===== src/rtl/cirq_pkg.sv =====
package cirq_pkg;

  // Interrupt policy carried by a completed descriptor
  typedef enum logic [1:0] {
    POL_OFF      = 2'b00,
    POL_ON_MATCH = 2'b01,
    POL_ON_MISS  = 2'b10,
    POL_ALWAYS   = 2'b11
  } irq_policy_e;

  // Policy verdict given the masked-compare outcome
  function automatic logic policy_fires(input irq_policy_e pol, input logic cond);
    logic r;
    case (pol)
      POL_OFF:      r = 1'b0;
      POL_ON_MATCH: r = cond;
      POL_ON_MISS:  r = ~cond;
      default:      r = 1'b1;
    endcase
    return r;
  endfunction

endpackage


===== src/rtl/cirq_sel_reg.sv =====
module cirq_sel_reg #(
  parameter int STAT_W = 16,
  localparam int SEL_W = 2 * STAT_W
) (
  input  logic              clk,
  input  logic              rst_n,
  input  logic              wr_en,
  input  logic [SEL_W-1:0]  wr_data,
  output logic [SEL_W-1:0]  sel_q,
  output logic [STAT_W-1:0] mask_o,
  output logic [STAT_W-1:0] value_o
);

  always_ff @(posedge clk or negedge rst_n) begin
    if (!rst_n)     sel_q <= '0;
    else if (wr_en) sel_q <= wr_data;
  end

  assign mask_o  = sel_q[SEL_W-1:STAT_W];
  assign value_o = sel_q[STAT_W-1:0];

endmodule


===== src/rtl/cirq_cond_cmp.sv =====
module cirq_cond_cmp #(
  parameter int STAT_W = 16
) (
  input  logic [STAT_W-1:0] status,
  input  logic [STAT_W-1:0] mask,
  input  logic [STAT_W-1:0] value,
  output logic              match
);

  logic [STAT_W-1:0] bit_ok;

  // One lane per status bit: unmasked bits always agree
  for (genvar i = 0; i < STAT_W; i++) begin : g_lane
    assign bit_ok[i] = ~mask[i] | (status[i] ~^ value[i]);
  end

  assign match = &bit_ok;

endmodule


===== src/rtl/cirq_decide.sv =====
module cirq_decide
  import cirq_pkg::*;
#(
  parameter int OPC_W    = 4,
  parameter int STOP_OPC = 7
) (
  input  irq_policy_e      policy,
  input  logic [OPC_W-1:0] opcode,
  input  logic             cond,
  output logic             excluded,
  output logic             allow
);

  localparam logic [OPC_W-1:0] STOP_CODE = OPC_W'(STOP_OPC);

  assign excluded = (opcode >= STOP_CODE);
  assign allow    = ~excluded & policy_fires(policy, cond);

endmodule


===== src/rtl/cmpl_irq_eval.sv =====
module cmpl_irq_eval
  import cirq_pkg::*;
#(
  parameter int STAT_W    = 16,
  parameter int OPC_W     = 4,
  parameter int STOP_OPC  = 7,
  parameter int FIELD_LSB = 4,
  localparam int SEL_W    = 2 * STAT_W
) (
  input  logic              clk,
  input  logic              rst_n,
  input  logic              sel_wr_en,
  input  logic [SEL_W-1:0]  sel_wr_data,
  output logic [SEL_W-1:0]  sel_value,
  input  logic              cmd_done,
  input  logic              run_clear,
  input  logic [7:0]        desc_byte2,
  input  logic [OPC_W-1:0]  opcode,
  input  logic [STAT_W-1:0] chan_status,
  output logic              irq_pulse
);

  // Named internal events for the checker
  logic              eval_stb;
  logic              cond_match;
  logic              opc_excluded;
  logic              fire_ok;
  irq_policy_e       policy;
  logic [STAT_W-1:0] sel_mask;
  logic [STAT_W-1:0] sel_cmp;
  logic [7:0]        byte_unused;

  assign policy      = irq_policy_e'(desc_byte2[FIELD_LSB +: 2]);
  assign byte_unused = desc_byte2;
  assign eval_stb    = cmd_done | run_clear;

  cirq_sel_reg #(.STAT_W(STAT_W)) u_sel (
    .clk     (clk),
    .rst_n   (rst_n),
    .wr_en   (sel_wr_en),
    .wr_data (sel_wr_data),
    .sel_q   (sel_value),
    .mask_o  (sel_mask),
    .value_o (sel_cmp)
  );

  cirq_cond_cmp #(.STAT_W(STAT_W)) u_cmp (
    .status (chan_status),
    .mask   (sel_mask),
    .value  (sel_cmp),
    .match  (cond_match)
  );

  cirq_decide #(.OPC_W(OPC_W), .STOP_OPC(STOP_OPC)) u_dec (
    .policy   (policy),
    .opcode   (opcode),
    .cond     (cond_match),
    .excluded (opc_excluded),
    .allow    (fire_ok)
  );

  always_ff @(posedge clk or negedge rst_n) begin
    if (!rst_n) irq_pulse <= 1'b0;
    else        irq_pulse <= eval_stb & fire_ok;
  end

endmodule


===== config.mk =====
export PLATFORM = sky130hd
export DESIGN_NAME = cmpl_irq_eval
export DESIGN_NICKNAME = d
export VERILOG_FILES = /design/src/rtl/cirq_pkg.sv /design/src/rtl/cirq_sel_reg.sv /design/src/rtl/cirq_cond_cmp.sv /design/src/rtl/cirq_decide.sv /design/src/rtl/cmpl_irq_eval.sv
export SDC_FILE = /design/constraint.sdc
export NUM_CORES = 1
export LEC_CHECK = 0
export BUFFER_PORTS_ARGS = -buffer_cell sky130_fd_sc_hd__buf_2
export CORE_ASPECT_RATIO = 2
export CORE_MARGIN = 1
export CORE_UTILIZATION = 35
export CTS_CLUSTER_SIZE = 8
export DETAILED_ROUTE_END_ITERATION = 10
export MAX_ROUTING_LAYER = met4
export PLACE_DENSITY = 0.77
export SKIP_CTS_REPAIR_TIMING = 1
export SLEW_MARGIN = 20
export SYNTH_ARGS = -nofsm -noshare
export SYNTH_HDL_FRONTEND = slang
export SYNTH_HIERARCHICAL = 1
export SYNTH_SLANG_ARGS = --single-unit

===== constraint.sdc =====
create_clock -name clk -period 2.9 [get_ports clk]
set_input_delay 0.29 -clock clk [delete_from_list [all_inputs] [get_ports clk]]
set_output_delay 0.29 -clock clk [all_outputs]
set_load 0.005 [all_outputs]

==> impl_metrics.json <==
{
  "status": "completed",
  "first_pass_grt_wire_length_um": 5640,
  "timing.final.hold_violations": 0,
  "dp_worst_setup_slack_ns": 1.21,
  "timing.final.crit_period_ns": 1.60,
  "cts-htree-levels": 2,
  "post_route_cells_drive_above_1_share": 0.668,
  "post_drt_wl_per_cell_um": 14.5,
  "finalClockSkew_ns": 0.00323,
  "yosysWarnings": 6,
  "syn_inst": 132,
  "cpMaxStageDelayCell": "dfrtp_1",
  "synth_cell_types": 13,
  "dr.first_iter.drc_count": 27,
  "r2r.worst_path.cells": 7,
  "post_drt_via_cell_ratio": 4.61,
  "post_synth.cell_area_avg_um2": 14.1,
  "cts_tree": "yes",
  "design.portCount": 98,
  "cts.sink_count": 33,
  "finalSetupViolCount": 0,
  "sequentialPowerShare": 0.445,
  "synthTopCellsByCount": "33 x dfrtp_1, 32 x buf_4, 30 x mux2_4, 16 x xor2_1, 8 x a22oi_1",
  "placed_cells": 246,
  "dr_wl_met2_um": 2070,
  "power_leakage_nw": 1.17,
  "diodes": 0,
  "overflow": 0,
  "drt-total-wl_um": 3680,
  "place.gp.congestion": 0.741,
  "setup_repair_after_global_routing_missed_its_margin": "no",
  "synth.net_count": 197,
  "groute.usage.overall": 0.147,
  "path_common_cell": "nor2_1",
  "power.internal_uw": 934,
  "power_density_nw_per_um2": 560,
  "finalCritPeriodShare": 0.551,
  "ff2ff_setup_slack_ns": 1.30,
  "critical_path.max_stage_delay_ns": 0.41,
  "maximum_number_of_pins_on_one_net_before_global_route_repair": 34,
  "die_w_um": 53.5,
  "slew_margin_rel": 0.502,
  "switch_pwr_uw": 296,
  "floorplan.core_area_um2": 5140,
  "synth_enable_flop_cells": 0,
  "area_growth_pct": 18.3,
  "synthMostInstantiatedCell": "dfrtp_1",
  "topRoutingLayerUsed": "met4",
  "placementRows": 37,
  "rr_startpoint": "u_sel/sel_q[6]",
  "non_filler_cells_in_the_finished_layout": 254,
  "clkSlewWorstSetupHoldPaths_ns": 0.07,
  "regToRegEndpoint": "irq_pulse",
  "worst_setup_path_start_kind": "flop",
  "worst_ir_drop_vdd_mv": 0.439,
  "routed-via-count": 1171,
  "seq_area_frac_synth": 0.445,
  "buffer_depth_of_the_longest_clock_path": 2,
  "critical_path.endpoint_type": "flop",
  "die_area_um2": 5620,
  "worstSetupPathType": "reg2reg",
  "nNetsFinal": 260,
  "worst_tran_pin_value_ns": 0.747,
  "clock_power_share": 0.363,
  "m1WireLength_um": 1310,
  "synth_flop_cell": "dfrtp_1",
  "synth_area_leader_cell": "dfrtp_1",
  "synthArstFlopShare": 1.00,
  "slack_of_the_critical_path_ns": 1.30,
  "synthesis.area_um2": 1860,
  "max_clock_freq_mhz": 626,
  "dr.pass1.iters": 3,
  "part_of_the_power_in_combinational_logic": 0.192,
  "worstSkewPairLatency_ns": 0.28,
  "hold_path_class": "in2async",
  "critPathBufInv": 0,
  "synth_seq_cells": 33,
  "crit_required_ns": 3.07,
  "synth.top_cell.area_share": 0.445,
  "final-max-slew-violation-count": 0,
  "met3WireLength_um": 201,
  "cts_buffers": 5,
  "path_cells": "xor2_1 > a22oi_1 > nand4_1 > nor2_1 > mux2i_1 > nor2_1 > o21a_1",
  "start_util": 0.361,
  "cap_violations": 0,
  "crit_fanout": 3,
  "antenna_left": 0,
  "sw_frac_of_total": 0.241,
  "first_global_vias": 1238,
  "dpl_wire_length_um": 2810,
  "portbufs": 91,
  "ctsRootBufferMaster": "clkbuf_8",
  "number_of_antenna_violations_at_the_first_check_in_global_routing": 0,
  "cp.arrival_ns": 1.77,
  "critPathTopFamily": "flip-flops",
  "die-height_um": 105,
  "drc": 0,
  "synthTopCellsByArea": "dfrtp_1 44%, mux2_4 24%, buf_4 13%",
  "timing.setup.tns_ns": 0
}
-- metal layers --
layer,GRT usage,up-vias
met1,0.142,565
met4,0.0846,0
met3,0.0233,7
met2,0.257,54
met5,-,-
li1,-,545
-- worst reg2reg max path, delay by kind of cell (launching register included) --
kind / cells / cell delay [ns]
AO/OA/AOI/OAI: 2 / 0.36
AND/OR/NAND/NOR: 3 / 0.36
flip-flops: 1 / 0.41
multiplexers: 1 / 0.20
XOR/XNOR: 1 / 0.17
-- registers in the layout, indices dropped and copies added, names as in the netlist --
| register | cells |
|---|---|
| u_sel/sel_q | 32 |
| irq_pulse | 1 |
-- worst max path at each step --
stage	from	end	cells after the start
final	u_sel/sel_q[6]	irq_pulse	7
after global routing	u_sel/sel_q[10]	irq_pulse	7
after CTS	u_sel/sel_q[6]	irq_pulse	7
after detailed placement	sel_wr_en	u_sel/sel_q[27]	3
after global placement	sel_wr_en	u_sel/sel_q[13]	3
after floorplan	u_sel/sel_q[5]	irq_pulse	8
-- metrics by stage --
stage               cell area (um2)  utilization  hold slack (ns)  total power, mW
floorplan                      1860            -         -0.00559            0.745
global placement               2080        0.405            0.394            0.789
detailed placement             2080        0.405            0.405            0.797
CTS                            2200        0.428           0.0944             1.26
global route                   2200        0.428            0.115             1.30
finish                         2200        0.428           0.0706             1.23
-- final cells by class --
cell class | instances | area (um2)
clock buffers | 7 | 86.3
fillers | 508 | 2940
flip-flops and latches | 33 | 826
repair buffers | 92 | 463
clock inverters | 1 | 30.0
multi-input cells | 63 | 719
well taps | 58 | 72.6
-- power groups by stage --
stage	clock [mW]	combinational [mW]	sequential [mW]
after global placement	0	0.236	0.553
after CTS	0.466	0.242	0.548
final	0.447	0.236	0.547
after floorplan	0	0.199	0.546
after detailed placement	0	0.241	0.556
after global routing	0.489	0.261	0.553
-- cell families (layout without fill, tap and decap cells) --
logic type             count (synthesis)  count (layout)  synth area share
flip-flops                            33              33             0.445
buffers and inverters                 36             100             0.168
XOR/XNOR                              16              16            0.0755
multiplexers                          33              33             0.260
AND/OR/NAND/NOR                        4               4            0.0108
AO/OA/AOI/OAI                         10              10            0.0411
-- layout by cell type, fill, tap and decap left out --
cell,count
mux2_2,2
clkbuf_1,1
nor2_1,2
nand4_1,2
clkbuf_8,6
bufinv_16,1
dfrtp_1,33
xor2_1,16
o21a_1,1
a22oi_1,8
mux2_4,30
buf_2,91
a31o_1,1
buf_4,1
mux2i_1,1
No activity file was read; power rests on OpenSTA's default activity.
